**config.mk**
```make
export PLATFORM = sky130hd
export DESIGN_NAME = c2w_cache
export DESIGN_NICKNAME = d
export VERILOG_FILES = /design/src/rtl/c2w_pkg.sv /design/src/rtl/c2w_data_ram.sv /design/src/rtl/c2w_use_bits.sv /design/src/rtl/c2w_victim.sv /design/src/rtl/c2w_cache.sv
export SDC_FILE = /design/constraint.sdc
export NUM_CORES = 1
export LEC_CHECK = 0
export BUFFER_PORTS_ARGS = -buffer_cell sky130_fd_sc_hd__buf_2
export CORE_ASPECT_RATIO = 0.9
export CORE_MARGIN = 1.5
export CORE_UTILIZATION = 25
export CTS_CLUSTER_DIAMETER = 40
export CTS_CLUSTER_SIZE = 12
export DETAILED_ROUTE_END_ITERATION = 8
export MAX_ROUTING_LAYER = met4
export PLACE_DENSITY = 0.43
export SLEW_MARGIN = 15
export SYNTH_ARGS = -nofsm -noshare
export SYNTH_HDL_FRONTEND = slang
export SYNTH_SLANG_ARGS = --single-unit
```
**constraint.sdc**
```tcl
create_clock -name clk -period 5 [get_ports clk]
set_input_delay 0.25 -clock clk [delete_from_list [all_inputs] [get_ports clk]]
set_output_delay 0.25 -clock clk [all_outputs]
set_load 0.01 [all_outputs]
```
**src/rtl/c2w_pkg.sv**
```systemverilog
package c2w_pkg;
  typedef enum logic [1:0] {
    ST_IDLE = 2'd0,
    ST_LOOK = 2'd1,
    ST_FILL = 2'd2
  } state_e;
endpackage

```
**src/rtl/c2w_data_ram.sv**
```systemverilog
module c2w_data_ram #(
  parameter int DEPTH = 16,
  parameter int DW    = 32,
  localparam int AW   = $clog2(DEPTH)
) (
  input  logic          clk,
  input  logic          we,
  input  logic [AW-1:0] waddr,
  input  logic [DW-1:0] wdata,
  input  logic          re,
  input  logic [AW-1:0] raddr,
  output logic [DW-1:0] rdata
);
  logic [DW-1:0] mem [DEPTH];

  // plain synchronous write and registered read: maps onto block RAM
  always_ff @(posedge clk) begin
    if (we) mem[waddr] <= wdata;
    if (re) rdata <= mem[raddr];
  end
endmodule

```
**src/rtl/c2w_use_bits.sv**
```systemverilog
module c2w_use_bits #(
  parameter int SETS   = 4,
  parameter int PERIOD = 64,
  localparam int IW    = $clog2(SETS),
  localparam int CW    = $clog2(PERIOD + 1)
) (
  input  logic                 clk,
  input  logic                 rst,
  input  logic                 set_en,
  input  logic [IW-1:0]        set_idx,
  input  logic                 set_way,
  output logic [SETS-1:0][1:0] use_o
);
  logic [CW-1:0] cnt_q;
  logic          tick;

  assign tick = (cnt_q == CW'(PERIOD - 1));

  always_ff @(posedge clk) begin
    if (rst) begin
      cnt_q <= '0;
      use_o <= '0;
    end else begin
      cnt_q <= tick ? '0 : cnt_q + 1'b1;
      for (int s = 0; s < SETS; s++) begin
        for (int w = 0; w < 2; w++) begin
          // the set term wins over the clear term on a shared edge
          use_o[s][w] <= (use_o[s][w] & ~tick) |
                         (set_en && set_idx == IW'(s) && set_way == 1'(w));
        end
      end
    end
  end

  logic [IW-1:0] chk_idx_q;
  logic          chk_way_q;
  always_ff @(posedge clk) begin
    chk_idx_q <= set_idx;
    chk_way_q <= set_way;
  end

  AST_USE_SET_AFTER_ACCESS: assert property (@(posedge clk) disable iff (rst)
    set_en |=> use_o[chk_idx_q][chk_way_q]);
  AST_CLEAR_WIPES_ALL: assert property (@(posedge clk) disable iff (rst)
    (tick && !set_en) |=> (use_o == '0));
endmodule

```
**src/rtl/c2w_victim.sv**
```systemverilog
module c2w_victim (
  input  logic       clk,
  input  logic       rst,
  input  logic [1:0] valid_i,
  input  logic [1:0] use_i,
  input  logic       take_i,
  output logic       way_o
);
  logic ptr_q;
  logic tie_clear;

  assign tie_clear = (&valid_i) && (use_i == 2'b00);

  always_comb begin
    if (!valid_i[0])          way_o = 1'b0;
    else if (!valid_i[1])     way_o = 1'b1;
    else if (use_i == 2'b01)  way_o = 1'b1;
    else if (tie_clear)       way_o = ptr_q;
    else                      way_o = 1'b0;
  end

  always_ff @(posedge clk) begin
    if (rst)                       ptr_q <= 1'b0;
    else if (take_i && tie_clear)  ptr_q <= ~ptr_q;
  end

  AST_VICTIM_USE_CLEAR: assert property (@(posedge clk) disable iff (rst)
    (take_i && (&valid_i) && use_i != 2'b11) |-> !use_i[way_o]);
  AST_PTR_FLIPS: assert property (@(posedge clk) disable iff (rst)
    (take_i && tie_clear) |=> (ptr_q != $past(ptr_q)));
endmodule

```
**src/rtl/c2w_cache.sv**
```systemverilog
module c2w_cache #(
  parameter int ADDR_W      = 10,
  parameter int WORD_W      = 32,
  parameter int SETS        = 4,
  parameter int BLOCK_WORDS = 4,
  parameter int CLR_PERIOD  = 64
) (
  input  logic              clk,
  input  logic              rst,
  input  logic              req_valid,
  input  logic [ADDR_W-1:0] req_addr,
  output logic              req_ready,
  output logic              resp_valid,
  output logic              resp_hit,
  output logic [WORD_W-1:0] resp_data,
  output logic              mem_rd_en,
  output logic [ADDR_W-1:0] mem_addr,
  input  logic              mem_ack,
  input  logic [WORD_W-1:0] mem_rdata
);
  import c2w_pkg::*;

  localparam int BYTE_W    = $clog2(WORD_W / 8);
  localparam int BOFF_W    = $clog2(BLOCK_WORDS);
  localparam int IDX_W     = $clog2(SETS);
  localparam int TAG_W     = ADDR_W - IDX_W - BOFF_W - BYTE_W;
  localparam int RAM_DEPTH = SETS * BLOCK_WORDS;
  localparam int RAM_AW    = IDX_W + BOFF_W;

  state_e              state_q;
  logic [ADDR_W-1:0]   addr_q;
  logic [BOFF_W-1:0]   cnt_q;
  logic                vic_q;
  logic [WORD_W-1:0]   fill_word_q;
  logic [SETS-1:0][1:0] valid_q;
  logic [TAG_W-1:0]    tag_q [SETS][2];

  logic [TAG_W-1:0]    tag_f;
  logic [IDX_W-1:0]    idx_f;
  logic [BOFF_W-1:0]   boff_f;
  logic [1:0]          hit_w;
  logic [1:0][WORD_W-1:0] rd_data;
  logic [SETS-1:0][1:0] use_w;
  logic                accept;
  logic                look_hit;
  logic                look_miss;
  logic                fill_last;
  logic                vic_w;
  logic [RAM_AW-1:0]   rd_addr;
  logic [RAM_AW-1:0]   wr_addr;
  logic                unused_bits;

  assign tag_f  = addr_q[ADDR_W-1 -: TAG_W];
  assign idx_f  = addr_q[BYTE_W+BOFF_W +: IDX_W];
  assign boff_f = addr_q[BYTE_W +: BOFF_W];
  assign unused_bits = ^{addr_q[BYTE_W-1:0], req_addr[BYTE_W-1:0], req_addr[ADDR_W-1 -: TAG_W]};

  assign req_ready = (state_q == ST_IDLE);
  assign accept    = req_valid && req_ready;
  assign look_hit  = (state_q == ST_LOOK) && (|hit_w);
  assign look_miss = (state_q == ST_LOOK) && !(|hit_w);
  assign fill_last = (state_q == ST_FILL) && mem_ack && (cnt_q == BOFF_W'(BLOCK_WORDS - 1));
  assign rd_addr   = req_addr[BYTE_W +: RAM_AW];
  assign wr_addr   = {idx_f, cnt_q};

  assign mem_rd_en = (state_q == ST_FILL);
  assign mem_addr  = {tag_f, idx_f, cnt_q, {BYTE_W{1'b0}}};

  for (genvar w = 0; w < 2; w++) begin : g_way
    c2w_data_ram #(.DEPTH(RAM_DEPTH), .DW(WORD_W)) u_ram (
      .clk   (clk),
      .we    ((state_q == ST_FILL) && mem_ack && (vic_q == 1'(w))),
      .waddr (wr_addr),
      .wdata (mem_rdata),
      .re    (accept),
      .raddr (rd_addr),
      .rdata (rd_data[w])
    );
    assign hit_w[w] = valid_q[idx_f][w] && (tag_q[idx_f][w] == tag_f);
  end

  c2w_use_bits #(.SETS(SETS), .PERIOD(CLR_PERIOD)) u_use (
    .clk     (clk),
    .rst     (rst),
    .set_en  (look_hit || fill_last),
    .set_idx (idx_f),
    .set_way ((state_q == ST_LOOK) ? hit_w[1] : vic_q),
    .use_o   (use_w)
  );

  c2w_victim u_vic (
    .clk     (clk),
    .rst     (rst),
    .valid_i (valid_q[idx_f]),
    .use_i   (use_w[idx_f]),
    .take_i  (look_miss),
    .way_o   (vic_w)
  );

  always_ff @(posedge clk) begin
    if (rst) begin
      state_q     <= ST_IDLE;
      addr_q      <= '0;
      cnt_q       <= '0;
      vic_q       <= 1'b0;
      fill_word_q <= '0;
      valid_q     <= '0;
      resp_valid  <= 1'b0;
      resp_hit    <= 1'b0;
      resp_data   <= '0;
    end else begin
      resp_valid <= 1'b0;
      case (state_q)
        ST_IDLE: begin
          if (req_valid) begin
            addr_q  <= req_addr;
            state_q <= ST_LOOK;
          end
        end
        ST_LOOK: begin
          if (|hit_w) begin
            resp_valid <= 1'b1;
            resp_hit   <= 1'b1;
            resp_data  <= hit_w[1] ? rd_data[1] : rd_data[0];
            state_q    <= ST_IDLE;
          end else begin
            vic_q                 <= vic_w;
            cnt_q                 <= '0;
            valid_q[idx_f][vic_w] <= 1'b0;
            state_q               <= ST_FILL;
          end
        end
        ST_FILL: begin
          if (mem_ack) begin
            cnt_q <= cnt_q + 1'b1;
            if (cnt_q == boff_f) fill_word_q <= mem_rdata;
            if (fill_last) begin
              valid_q[idx_f][vic_q] <= 1'b1;
              resp_valid <= 1'b1;
              resp_hit   <= 1'b0;
              resp_data  <= (cnt_q == boff_f) ? mem_rdata : fill_word_q;
              state_q    <= ST_IDLE;
            end
          end
        end
        default: state_q <= ST_IDLE;
      endcase
    end
  end

  always_ff @(posedge clk) begin
    if (fill_last) tag_q[idx_f][vic_q] <= tag_f;
  end

  AST_SINGLE_WAY_HIT: assert property (@(posedge clk) disable iff (rst)
    (state_q == ST_LOOK) |-> !(hit_w[0] && hit_w[1]));
  AST_HIT_FROM_LOOKUP: assert property (@(posedge clk) disable iff (rst)
    (resp_valid && resp_hit) |-> ($past(state_q) == ST_LOOK));
  AST_RESP_ONE_CYCLE: assert property (@(posedge clk) disable iff (rst)
    resp_valid |=> !resp_valid);
  AST_FILL_ADDR_HOLD: assert property (@(posedge clk) disable iff (rst)
    (mem_rd_en && !mem_ack) |=> $stable(mem_addr));
  AST_EMPTY_WAY0_FIRST: assert property (@(posedge clk) disable iff (rst)
    (look_miss && !valid_q[idx_f][0]) |=> (vic_q == 1'b0));
  AST_EMPTY_WAY1_NEXT: assert property (@(posedge clk) disable iff (rst)
    (look_miss && valid_q[idx_f][0] && !valid_q[idx_f][1]) |=> (vic_q == 1'b1));
endmodule

```
After elaboration in Yosys (flattened, before gate mapping)
Memories as Yosys holds them, arrays and structs flattened. A register that Yosys moved wholly into a read port is not among the register bits.
Index checks and enable logic that the tools add are counted.
W data, S select, Z words.
{ "word_totals": {"ff_bits": 105, "mem_bits_rw": 1056, "wordCells": 167, "mem_count": 3} }
{ "mem_list": {"columns": ["memory", "depth", "width", "rd", "rd_clocked_by_memory_dff", "write_ports", "line", "text"], "rows": [
  ["g_way[0].u_ram.mem", 16, 32, 1, 1, 1, "c2w_data_ram.sv:14", "logic [DW-1:0] mem [DEPTH];"],
  ["g_way[1].u_ram.mem", 16, 32, 1, 1, 1, "c2w_data_ram.sv:14", null],
  ["tag_q", 4, 8, 1, 1, 1, "c2w_cache.sv:36", "logic [TAG_W-1:0] tag_q [SETS][2];"]
]} }
{ "classes": {"addsub": 2, "magnitude_cmp": 8, "eq_ne": 16, "n_mux": 52, "bitwise_logic": 25, "n_reduce_logical": 43} }
{ "op_table": {"columns": ["cell", "count"], "rows": [
  ["$mux W32", 5],
  ["$pmux W32 S2", 1],
  ["$mux W8", 4],
  ["$logic_and A1 B1 Y1", 27],
  ["$mux W2", 12],
  ["$mux W1", 17],
  ["$pmux W8 S2", 1],
  ["$and A1 B1 Y1", 8],
  ["$and A8 B8 Y8", 1],
  ["$bmux W2 S2", 2],
  ["$demux W2 S2", 2],
  ["$eq A2 B2 Y1 const B", 4],
  ["$eq A4 B4 Y1", 2],
  ["$not A8 Y8", 1],
  ["$or A1 B1 Y1", 8],
  ["$or A8 B8 Y8", 1],
  ["$reduce_and A2 Y1", 4],
  ["$reduce_and A4 Y1", 2],
  ["$add A7 B1 Y7 const B", 1],
  ["$eq A7 B6 Y1 const B", 1],
  ["$eq A2 B1 Y1 const B", 3],
  ["$logic_not A2 Y1", 3],
  ["$ne A2 B1 Y1 const B", 3],
  ["$pmux W2 S3", 1],
  ["other kinds (21)", 32]
]} }

Logic depth before layout (Yosys ltp)
Gate-level depths: netlist of run 1.
{ "logic_depth": {"word_depth": 18, "mapped_depth": 10} }

Modules after synthesis
From an unflattened synthesis of run 1, not the netlist that was laid out.
{ "hier_totals": {"hier_cells": 2337, "hier_area_um2": 46883.7} }
{ "by_module_without_submodules": {"columns": ["mod", "n_inst", "cells_per_inst", "area_per_inst_um2", "seq_area_each_um2"], "rows": [
  ["c2w_data_ram at g_way[1].u_ram", 1, 838, 20174.3, 16335.7],
  ["c2w_data_ram at g_way[0].u_ram", 1, 838, 20155.6, 16335.7],
  ["c2w_cache", 1, 588, 5885.6, 2742.6],
  ["c2w_use_bits", 1, 65, 608.1, 300.3],
  ["c2w_victim", 1, 8, 60.1, 20.0]
]} }

Worst setup path after synthesis of run 1
Ideal clock, no wire load.
{ "synth_timing": {"path_kind": "reg2reg", "from": "reg state_q[0]", "to": "mem g_way[1].u_ram.mem[0][0], enable pin", "setup_ns": 0.461, "arrival_ns": 3.616, "required_ns": 4.539, "slack_ns": 0.924, "path_stages_with_launch": 8, "path_buffers": 2, "period_less_slack_ns": 4.076, "cell_sequence": "dfxtp_1 -> inv_1 -> ha_1 -> and2_1 -> clkbuf_1 -> clkbuf_1 -> nand3_1 -> nor3_1"} }
{ "synth_between": {"elab_chain_cells": 5} }
{ "synth_lines": {"columns": ["item", "line", "text"], "rows": [
  ["from (decl)", "c2w_cache.sv:30", "state_e state_q;"],
  ["from (signal assigned)", "c2w_cache.sv:102", "state_q <= ST_IDLE;"],
  ["from (signal assigned)", "c2w_cache.sv:117", "state_q <= ST_LOOK;"],
  ["from (signal assigned)", "c2w_cache.sv:125", "state_q <= ST_IDLE;"],
  ["$eq A2 B2 Y1", null, null],
  ["net mem_rd_en", "c2w_cache.sv:16", "output logic mem_rd_en,"],
  ["$logic_and A1 B1 Y1 (2 in series)", "c2w_cache.sv:72", ".we ((state_q == ST_FILL) && mem_ack && (vic_q == 1'(w))),"],
  ["$mux W1", "c2w_data_ram.sv:18", "if (we) mem[waddr] <= wdata;"],
  ["$mux W1 (implied by the code)", "c2w_data_ram.sv:18", null],
  ["to (decl)", "c2w_data_ram.sv:14", null]
]} }
The timed path passes the listed nets, and every way through them passes these cells.

Worst setup path in the final report of run 1
{ "layout_timing": {"from": "reg state_q[0]", "to": "mem g_way[1].u_ram.mem[3][23], enable pin"} }
{ "layout_between": {"elab_chain_cells": 5} }
{ "layout_lines": {"columns": ["item", "line"], "rows": [
  ["$eq A2 B2 Y1", "c2w_cache.sv:72"],
  ["$logic_and A1 B1 Y1 (2 in series)", "c2w_cache.sv:72"],
  ["$mux W1", "c2w_data_ram.sv:18"],
  ["$mux W1 (implied by the code)", "c2w_data_ram.sv:18"]
]} }
Every way passes these cells.

==> results.toml, run 1 <==
[setup_path]
critical_path.top_delay_family = "simple AND/OR/NAND/NOR gates"
worst_ep_required_time_ns = 5.40
path_cells = "inv_1 -> ha_4 -> and2_1 -> nand3_1 -> nor3_2 -> buf_4"
timing_worst_setup_path_type = "flop to flop"
cp_num_buf_inv = 2
cp-start-kind = "flop"
crit_path_end_kind = "flop"
arrival_ns = 3.88
slowest_stage = "buf_4"
path_max_fanout = 32
cpPeakStageDelay_ns = 0.72

[synth]
synth_top_family_by_area = "multiplexers"
synth-simple-area-share = 0.0279
ys_warn_count = 0
syn_area_per_cell_um2 = 20.6
synth_mux_area_frac = 0.160
synth_compound_area_frac = 0.0279
synth_xor_area_frac = 0.00318
synth_seq_cells = 1225
synthCells = 2269
post_synth_num_cell_types = 45
yosysSeqAreaShare = 0.763
yosys.area_share.adder = 0.00214
synth.cell_area_um2 = 46800

[timing]
clock_skew_ns = 0.0277
layout_min_cycle_time_ns = 3.48
fmax_mhz = 287
finalMaxSlewViolations = 0
hold_violations = 0
rsz0062_at_grt = "false"
tightest_slew_ns = 1.03
setup_viol = 0
fin_crit_sh = 0.697
fin_setup_tns_ns = 0
relSlewSlack = 0.309

[die]
dieArea_um2 = 190000
row_count = 150
num_io_pins = 92
die_h_um = 414
die_w_um = 459
start_util = 0.252
core_area_um2 = 186000

[clocking]
clk_pin_slew_ns = 0.05
cts_resized = 0
root_buffer = "clkbuf_16"
ctsHoldBuffers = 38
clock_path_buffers = 3
htreeDepth = 4
numCtsBuffers = 149
cts.sinks = 1225
worstSkewPairLatency_ns = 0.79
cts_setup_buffers = 0
cts_tree = "yes"

[placed_design]
gp_congestion = 0.752
hpwl_mm = 69.2
io_buffers = 87

[drt]
dr.pass1.iters = 6
drt.antenna.violating_nets = 0
drt-total-wl_mm = 129
avgRoutedWirePerCell_um = 25.4
drt-initial-drc-count = 2310
drt-vias-per-instance = 4.56
vias = 23200
drc = 0

[grt]
track_usage = 0.140
use_met1 = 0.189
grt_pass1_wl_mm = 182
grt_use_met3 = 0.0241
busiest_layer = "met2"
antenna_found_initial = 14
grt_pass1_vias = 23900
met2_usage = 0.218
grt_max_degree = 97
overflow = 0

[layout]
finish.utilization = 0.302
nets = 2525
layout-drive-gt1-share = 0.302
final_cell_mix = "1120 x edfxtp_1, 330 x mux4_2, 158 x nand2_1, 152 x clkbuf_16, 105 x dfxtp_1"
area_growth_pct = 19.8
multiInputGateArea_um2 = 10600
seqCellArea_um2 = 35700
final_common_cell = "edfxtp_1"
nFillCells = 18000

[power]
leakagePower_nw = 17.5
power_density_nw_per_um2 = 418
p_total_mw = 23.5
ir_drop_mv = 0.358

[flow_run]
maxCapViolations = 0

[run_status]
status = "finished clean"

[hold_path]
worstHoldPathType = "primary input to flop"
[state kept, by name, indices dropped and copies added (netlist names), 8 cells and up, named ones only]
| register | flops |
|---|---|
| addr_q | 8 |
| tag_q | 32 |
| g_way.u_ram.rdata | 64 |
| valid_q | 8 |
| fill_word_q | 32 |
| u_use.use_o | 8 |
| g_way.u_ram.mem | 1024 |
| resp_data | 32 |
[Yosys cell counts]
master / instances / area (um^2)
or3_1: 1 / 6.26
nand2_1: 160 / 601
a31o_1: 4 / 35.0
a31o_2: 28 / 245
inv_1: 40 / 150
mux4_2: 330 / 7430
nand2b_1: 8 / 50.1
a21o_1: 1 / 7.51
mux2i_1: 5 / 50.1
xor2_1: 7 / 61.3
buf_4: 10 / 75.1
a211oi_1: 8 / 60.1
nand3_1: 8 / 40.0
buf_2: 8 / 40.0
edfxtp_1: 1120 / 33600
a211o_1: 1 / 8.76
and2_1: 6 / 37.5
a22o_1: 8 / 70.1
nor3_1: 9 / 45.0
conb_1: 1 / 3.75
clkinv_1: 1 / 3.75
or2_2: 1 / 6.26
o21ai_2: 1 / 8.76
and3b_1: 1 / 8.76
o21ai_0: 37 / 185
a311oi_2: 1 / 15.0
a32oi_2: 1 / 16.3
o31ai_1: 1 / 7.51
nand2_2: 1 / 6.26
nor3b_1: 32 / 240
dfxtp_1: 105 / 2100
buf_6: 3 / 33.8
and3_1: 5 / 31.3
buf_1: 32 / 120
o32ai_1: 1 / 8.76
nand4_1: 2 / 12.5
clkbuf_1: 88 / 330
xnor2_1: 10 / 87.6
ha_1: 8 / 100
a31oi_1: 32 / 200
o211ai_1: 1 / 7.51
a21oi_1: 86 / 430
nor2_1: 52 / 195
nor2b_1: 3 / 18.8
nor3_2: 1 / 10.0
[kinds of logic after synthesis]
kind of cell / Yosys count
XOR/XNOR: 17
AND/OR/NAND/NOR: 290
other: 1
adder cells (fa/ha/maj): 8
AO/OA/AOI/OAI: 211
multiplexers: 335
buffers and inverters: 182
flip-flops: 1225
[per-stage QoR]
step | area, um^2 | worst slack (ns) | hold slack, ns | std cells
global route | 56100 | 1.28 | 0.0437 | 5098
finish | 56100 | 1.52 | 0.0479 | 5098
detailed placement | 50700 | 1.44 | 0.446 | 4790
global placement | 50700 | 1.55 | 0.420 | 4790
floorplan | 46800 | 0.924 | 0.349 | 2270
CTS | 56100 | 1.44 | 0.000809 | 5097
[where the power goes]
| part | leakage [nW] | internal, mW | switching, mW |
|---|---|---|---|
| combinational | 4.12 | 0.443 | 0.702 |
| sequential | 11.0 | 11.3 | 0.0887 |
| clock | 2.42 | 6.41 | 4.51 |
| total | 17.5 | 18.2 | 5.30 |
[worst reg2reg max path: stages, from the launching register on]
cell and delay [ns]:
dfxtp_1 0.33, inv_1 0.13, ha_4 0.40, and2_1 0.55
nand3_1 0.59, nor3_2 0.33, buf_4 0.72
[path summary, 6_finish.rpt]
check                 startpoint                        end  slack (ns)  cells after the start
setup / recovery      state_q[0]  g_way[1].u_ram.mem[3][23]        1.52                      6
hold / removal     mem_rdata[16]            fill_word_q[16]        0.05                      3
setup reg to reg      state_q[0]  g_way[1].u_ram.mem[3][23]        1.52                      6
hold reg to reg   u_use.cnt_q[0]             u_use.cnt_q[0]        0.45                      1
[per-layer routing]
metal | wire [um] | vias to the layer above | part of all wire
li1 | - | 9740 | -
met2 | 61700 | 671 | 0.48
met4 | 2660 | 0 | 0.021
met1 | 58200 | 12600 | 0.45
met5 | 0 | - | 0
met3 | 6730 | 178 | 0.052
[layout make-up]
cell class / count / share of cell area
clock buffer: 193 / 0.0719
multi-input combinational: 863 / 0.189
sequential: 1225 / 0.637
tap: 2508 / 0.0559
antenna: 1 / 0.0000446
clock inverter: 76 / 0.0177
timing repair buffer: 191 / 0.0258
inverter: 41 / 0.00279
No activity file was read; power rests on OpenSTA's default activity.
==> run 2: changes to the inputs <==
ABC_AREA = 1   (was default)
PLACE_DENSITY = 0.44   (was 0.43)
clock period = 3.2 ns   (was 5 ns; I/O delays follow)
==> results.toml, run 2 <==
[layout]
largest_register_ffs = 1024
postLayoutCellArea_um2 = 60600
layout-drive-gt1-share = 0.140
final_common_cell = "edfxtp_1"
final_cell_mix = "1120 x edfxtp_1, 375 x o21ai_0, 369 x a21oi_1, 353 x inv_1, 272 x nand2_1"
area_growth_pct = 22.6
nFillCells = 19500
largest-register = "g_way.u_ram.mem"
nets = 4023
finish.utilization = 0.309
largestRegisters = "g_way.u_ram.mem (1024), g_way.u_ram.rdata (64)"

[placed_design]
dp_slack_ns = 0.444
gp_congestion = 0.749
hpwl_mm = 80.8
placed_area_um2 = 53900
io_buffers = 87

[setup_path]
reg2reg_to = "g_way[0].u_ram.mem[14][0]"
worst_ep_required_time_ns = 3.60
crit_top_cell = "inv_1"
r2r_slack_ns = 0.45
arrival_ns = 3.15
ff2ff_path_depth = 7
cpPeakStageDelay_ns = 0.48
path_cells = "inv_1 -> ha_4 -> nand2_2 -> nor2_1 -> inv_1 -> nor3_4 -> buf_4"
cp-start-kind = "flop"
path_max_fanout = 17
crit_path_end_kind = "flop"
slowest_stage = "buf_4"
rr_startpoint = "state_q[0]"
cp-startpoint = "state_q[0]"
timing_worst_setup_path_type = "flop to flop"

[die]
start_util = 0.252
row_count = 154
die_w_um = 472
num_io_pins = 92
dieArea_um2 = 201000
core_area_um2 = 196000
die_h_um = 425

[drt]
vias = 30800
avgRoutedWirePerCell_um = 22.8
drt-initial-drc-count = 2379
dr.pass1.iters = 5
drt-vias-per-instance = 4.59
drc = 0
drt-total-wl_mm = 153
drt.antenna.violating_nets = 0

[timing]
relSlewSlack = 0.310
tightest_slew_ns = 1.03
finalMaxSlewViolations = 0
whs_ns = 0.0600
clock_skew_ns = 0.0347
fin_ws_ns = 0.450
layout_min_cycle_time_ns = 2.75
setup_viol = 0
rsz0062_at_grt = "false"
fmax_mhz = 364
hold_violations = 0
fin_setup_tns_ns = 0
fin_crit_sh = 0.859

[synth]
synth_edf_count = 1120
synth.cell_area_um2 = 49500
yosysSeqAreaShare = 0.722
synthTopCellsByArea = "edfxtp_1 68%, mux2i_1 5.2%, dfxtp_1 4.2%"
synth_top_area_frac = 0.680
synth_top_cells_by_count = "1120 x edfxtp_1, 375 x o21ai_0, 369 x a21oi_1, 356 x inv_1, 274 x nand2_1"
post_synth_num_cell_types = 38
ys_async_sr_fraction = 0
synth_seq_cells = 1225
synthMostInstantiatedCell = "edfxtp_1"
syn_area_per_cell_um2 = 13.1
synthCells = 3778
synthFlopType = "edfxtp_1"
synth_top_cell_by_area = "edfxtp_1"
ys_warn_count = 0

[power]
ir_drop_mv = 0.523
combPwrFrac = 0.058
power_density_nw_per_um2 = 670
switching_share = 0.233
p_int_mw = 31.1
switching_power_mw = 9.48
power_frac_seq = 0.439
leakagePower_nw = 21.5
p_clk_frac = 0.503

[hold_path]
min_path_cells = 4
min_to = "u_vic.ptr_q"
worstHoldPathType = "primary input to flop"
min_from = "rst"

[grt]
overflow = 0
track_usage = 0.155
grt_pass1_wl_mm = 219
grt_pass1_vias = 30000
antenna_found_initial = 13
grt_max_degree = 82

[clocking]
cts.sinks = 1225
root_buffer = "clkbuf_16"
cts_resized = 0
clk_pin_slew_ns = 0.05
htreeDepth = 4
numCtsBuffers = 182
cts_tree = "yes"
worstSkewPairLatency_ns = 0.79
clock_path_buffers = 3

[flow_run]
maxCapViolations = 0

[run_status]
status = "finished clean"
==> run 2: changes by cell type after synthesis, moves of 114 or more <==
cell,before,now
a21oi_1,86,369
o21ai_0,37,375
mux4_2,330,0
inv_1,40,356
o211ai_1,1,257
nand2_1,160,274
mux2i_1,5,256
==> run 2: logic make-up after synthesis <==
group / share of synthesized area
AOI/OAI and AO/OA: 0.121
xor gates and xnor gates: 0.000860
adders and majority gates: 0.00202
buffers and inverters: 0.0505
DFF: 0.722
muxes: 0.0518
other: 0.0000758
and+or+nand+nor: 0.0517
==> run 2: power by group through the flow <==
| stage | clock network, mW | logic, mW | registers (mW) |
|---|---|---|---|
| finish | 20.4 | 2.37 | 17.8 |
| global route | 21.5 | 2.60 | 17.8 |
| CTS | 20.9 | 2.40 | 17.8 |
| detailed placement | 0 | 2.34 | 18.1 |
| global placement | 0 | 2.33 | 18.1 |
| floorplan | 0 | 1.33 | 18.1 |
==> run 2: metrics by stage <==
step,power [mW],std cells
6_report,40.6,6711
5_1_grt,41.9,6711
4_1_cts,41.1,6700
3_5_place_dp,20.5,6316
3_3_place_gp,20.5,6316
2_1_floorplan,19.4,3779
==> run 2: metal layers <==
| layer | track usage | routed length, um | up-vias |
|---|---|---|---|
| met5 | - | 0 | - |
| li1 | - | - | 14300 |
| met4 | 0.0409 | 3220 | 0 |
| met3 | 0.0226 | 6400 | 226 |
| met1 | 0.213 | 73500 | 15600 |
| met2 | 0.238 | 69900 | 678 |
==> run 2: what timing repair did <==
action | 4_1_cts | 5_1_grt
setup buffers | 0 | 0
hold buffers | 43 | 0
hold endpoints to repair | 1036 | 0
==> run 2: worst max-delay path by stage <==
stage                                 to  cells after the start
4_1_cts                    resp_data[12]                     13
3_3_place_gp               resp_data[17]                     13
3_5_place_dp               resp_data[18]                     13
6_report       g_way[0].u_ram.mem[14][0]                      7
5_1_grt                    resp_data[12]                     15
2_1_floorplan   g_way[0].u_ram.mem[0][0]                      8
==> run 2: cell type report <==
type / count / area, um^2 / share of cell area
Sequential cell: 1225 / 35700 / 0.589
Multi-Input combinational cell: 1927 / 11600 / 0.191
Clock buffer: 207 / 4750 / 0.0784
Tap cell: 2574 / 3220 / 0.0531
Timing Repair Buffer: 260 / 2360 / 0.0389
Clock inverter: 134 / 1540 / 0.0254
Inverter: 373 / 1420 / 0.0235
Antenna cell: 11 / 27.5 / 0.000454
==> run 2: worst max-delay path: cells and delay by family (launching register included) <==
kind                     cells  cell delay (ns)
AND/OR/NAND/NOR              3             0.80
adder cells (fa/ha/maj)      1             0.16
buffers and inverters        3             1.05
flip-flops                   1             0.33
==> run 3: changes to the inputs <==
SYNTH_HIERARCHICAL = 1   (was default)
==> results.toml, run 3 <==
[setup_path]
r2r_slack_ns = 0.37
crit_path_end_kind = "flop"
worst_ep_required_time_ns = 3.91
slowest_stage = "dfxtp_1"
arrival_ns = 3.54
timing_worst_setup_path_type = "flop to flop"
path_cells = "nand2_1 -> inv_1 -> nand2_1 -> nand4_1 -> nand2_1 -> inv_1 -> nand3_1 -> nand3_4 -> nand2_4 -> inv_4 -> nand2_1 -> nor2_1 -> nor2_1"
crit_top_cell = "nand2_1"
cpPeakStageDelay_ns = 0.61
path_max_fanout = 33
cp-start-kind = "flop"

[drt]
vias = 36500
drt.antenna.violating_nets = 0
avgRoutedWirePerCell_um = 19.4
drt-initial-drc-count = 3133
drt-vias-per-instance = 4.29
drt-total-wl_mm = 165
dr.pass1.iters = 5
drc = 0

[clocking]
root_buffer = "clkbuf_16"
cts_resized = 0
cts_tree = "yes"
cts.sinks = 1225
htreeDepth = 4
worstSkewPairLatency_ns = 0.83
clk_pin_slew_ns = 0.06
clock_path_buffers = 3
numCtsBuffers = 205

[power]
p_total_mw = 48.0
leakagePower_nw = 27.0
ir_drop_mv = 0.470
power_density_nw_per_um2 = 737

[layout]
finish.utilization = 0.308
area_growth_pct = 22.3
largest-register = "g_way.u_ram/mem"
layout-drive-gt1-share = 0.114
final_cell_mix = "1619 x nand2_1, 1120 x edfxtp_1, 906 x inv_1, 811 x nand3_1, 209 x clkbuf_16"
nets = 5547
largest_register_ffs = 1024
seqCellArea_um2 = 35700
final_common_cell = "nand2_1"
largestRegisters = "g_way.u_ram/mem (1024), g_way.u_ram/rdata (64)"
nFillCells = 21700
multiInputGateArea_um2 = 12600

[synth]
synthCells = 5288
synth.cell_area_um2 = 53300
post_synth_num_cell_types = 36
synthTopCellsByArea = "edfxtp_1 63%, nand2_1 11%, nand3_1 7.6%"
yosysSeqAreaShare = 0.671
synth_edf_count = 1120
synth_seq_cells = 1225
synth_top_cell_by_area = "edfxtp_1"
syn_area_per_cell_um2 = 10.1
ys_warn_count = 6
synthFlopType = "edfxtp_1"
synth_top_area_frac = 0.631
synthMostInstantiatedCell = "nand2_1"
synth_top_cells_by_count = "1621 x nand2_1, 1120 x edfxtp_1, 912 x inv_1, 811 x nand3_1, 160 x nor2_1"
ys_async_sr_fraction = 0

[grt]
grt_max_degree = 118
grt_pass1_vias = 35200
track_usage = 0.157
antenna_found_initial = 16
overflow = 0
grt_pass1_wl_mm = 242

[die]
start_util = 0.252
die_w_um = 490
num_io_pins = 92
core_area_um2 = 212000
row_count = 160
die_h_um = 441
dieArea_um2 = 216000

[timing]
rsz0062_at_grt = "false"
fmax_mhz = 353
finalMaxSlewViolations = 0
layout_min_cycle_time_ns = 2.83
tightest_slew_ns = 1.15
setup_viol = 0
hold_violations = 0
relSlewSlack = 0.231
fin_crit_sh = 0.886
clock_skew_ns = 0.0634

[placed_design]
io_buffers = 87
hpwl_mm = 92.1
gp_congestion = 0.776

[flow_run]
maxCapViolations = 0

[run_status]
status = "finished clean"

[hold_path]
worstHoldPathType = "primary input to flop"
-- run 3: changes by cell type after synthesis, moves of 60 or more --
| cell | before | now |
|---|---|---|
| buf_2 | 30 | 90 |
| nand3_1 | 100 | 811 |
| nand2_1 | 274 | 1621 |
| mux2i_1 | 256 | 0 |
| clkbuf_1 | 190 | 65 |
| inv_1 | 356 | 912 |
| a21oi_1 | 369 | 124 |
| o21ai_0 | 375 | 59 |
| o211ai_1 | 257 | 0 |
-- run 3: final timing paths --
kind | start | endpoint | cells after the start
min | req_addr[2] | g_way[0].u_ram/rdata[2] | 6
max reg2reg | addr_q[4] | resp_data[27] | 13
max | addr_q[4] | resp_data[27] | 13
min reg2reg | u_use/cnt_q[6] | u_use/cnt_q[6] | 2
-- run 3: cell type report --
cell class | instances | area share
inverters | 920 | 0.0534
diodes | 9 | 0.000346
clock buffers | 230 | 0.0825
repair buffers | 275 | 0.0351
multi-input cells | 2869 | 0.194
well taps | 2835 | 0.0544
flip-flops and latches | 1225 | 0.548
clock inverters | 155 | 0.0321
-- run 3: cell families (layout without fill, tap and decap cells) --
| kind of cell | after synthesis | in the layout | synth area share |
|---|---|---|---|
| simple gates | 2657 | 2657 | 0.211 |
| flops | 1225 | 1225 | 0.671 |
| buf+inv | 1195 | 1580 | 0.0976 |
| compound gates | 201 | 201 | 0.0193 |
| fa+ha+maj | 5 | 5 | 0.00117 |
| xor+xnor | 4 | 4 | 0.000798 |
| other cells | 1 | 11 | 0.0000704 |
-- run 3: worst max-delay path, delay by kind of cell, from the launching register on --
kind | cells | cell delay (ns)
and+or+nand+nor | 10 | 1.37
DFF | 1 | 0.61
buffers and inverters | 3 | 0.69
-- run 3: stage by stage --
stage               hold WS (ns)  worst slack [ns]  instance area [um^2]  cells  TNS [ns]
floorplan                  0.232            -0.134                 53300   5289   -121.11
global placement           0.443             0.481                 57200   8075         0
detailed placement         0.452             0.427                 57200   8075         0
CTS                       0.0349             0.429                 65200   8509         0
global route               0.136             0.140                 65200   8510         0
finish                     0.130             0.366                 65200   8518         0
-- run 3: layer usage --
| metal | vias up | part of all wire | global-route usage |
|---|---|---|---|
| li1 | 17600 | - | - |
| met1 | 17800 | 0.47 | 0.209 |
| met2 | 867 | 0.47 | 0.249 |
| met3 | 250 | 0.049 | 0.0245 |
| met4 | 0 | 0.020 | 0.0392 |
| met5 | - | 0 | - |
-- run 3: power by group --
part / leakage [nW] / internal (mW) / switching [mW] / total, mW
clock: 3.57 / 15.3 / 8.24 / 23.6
sequential: 11.0 / 18.3 / 0.461 / 18.7
combinational: 12.5 / 1.51 / 4.20 / 5.71
-- run 3: what timing repair did --
item	CTS	global route
hold buffers	49	0
hold endpoints to repair	932	0
setup buffers	0	0
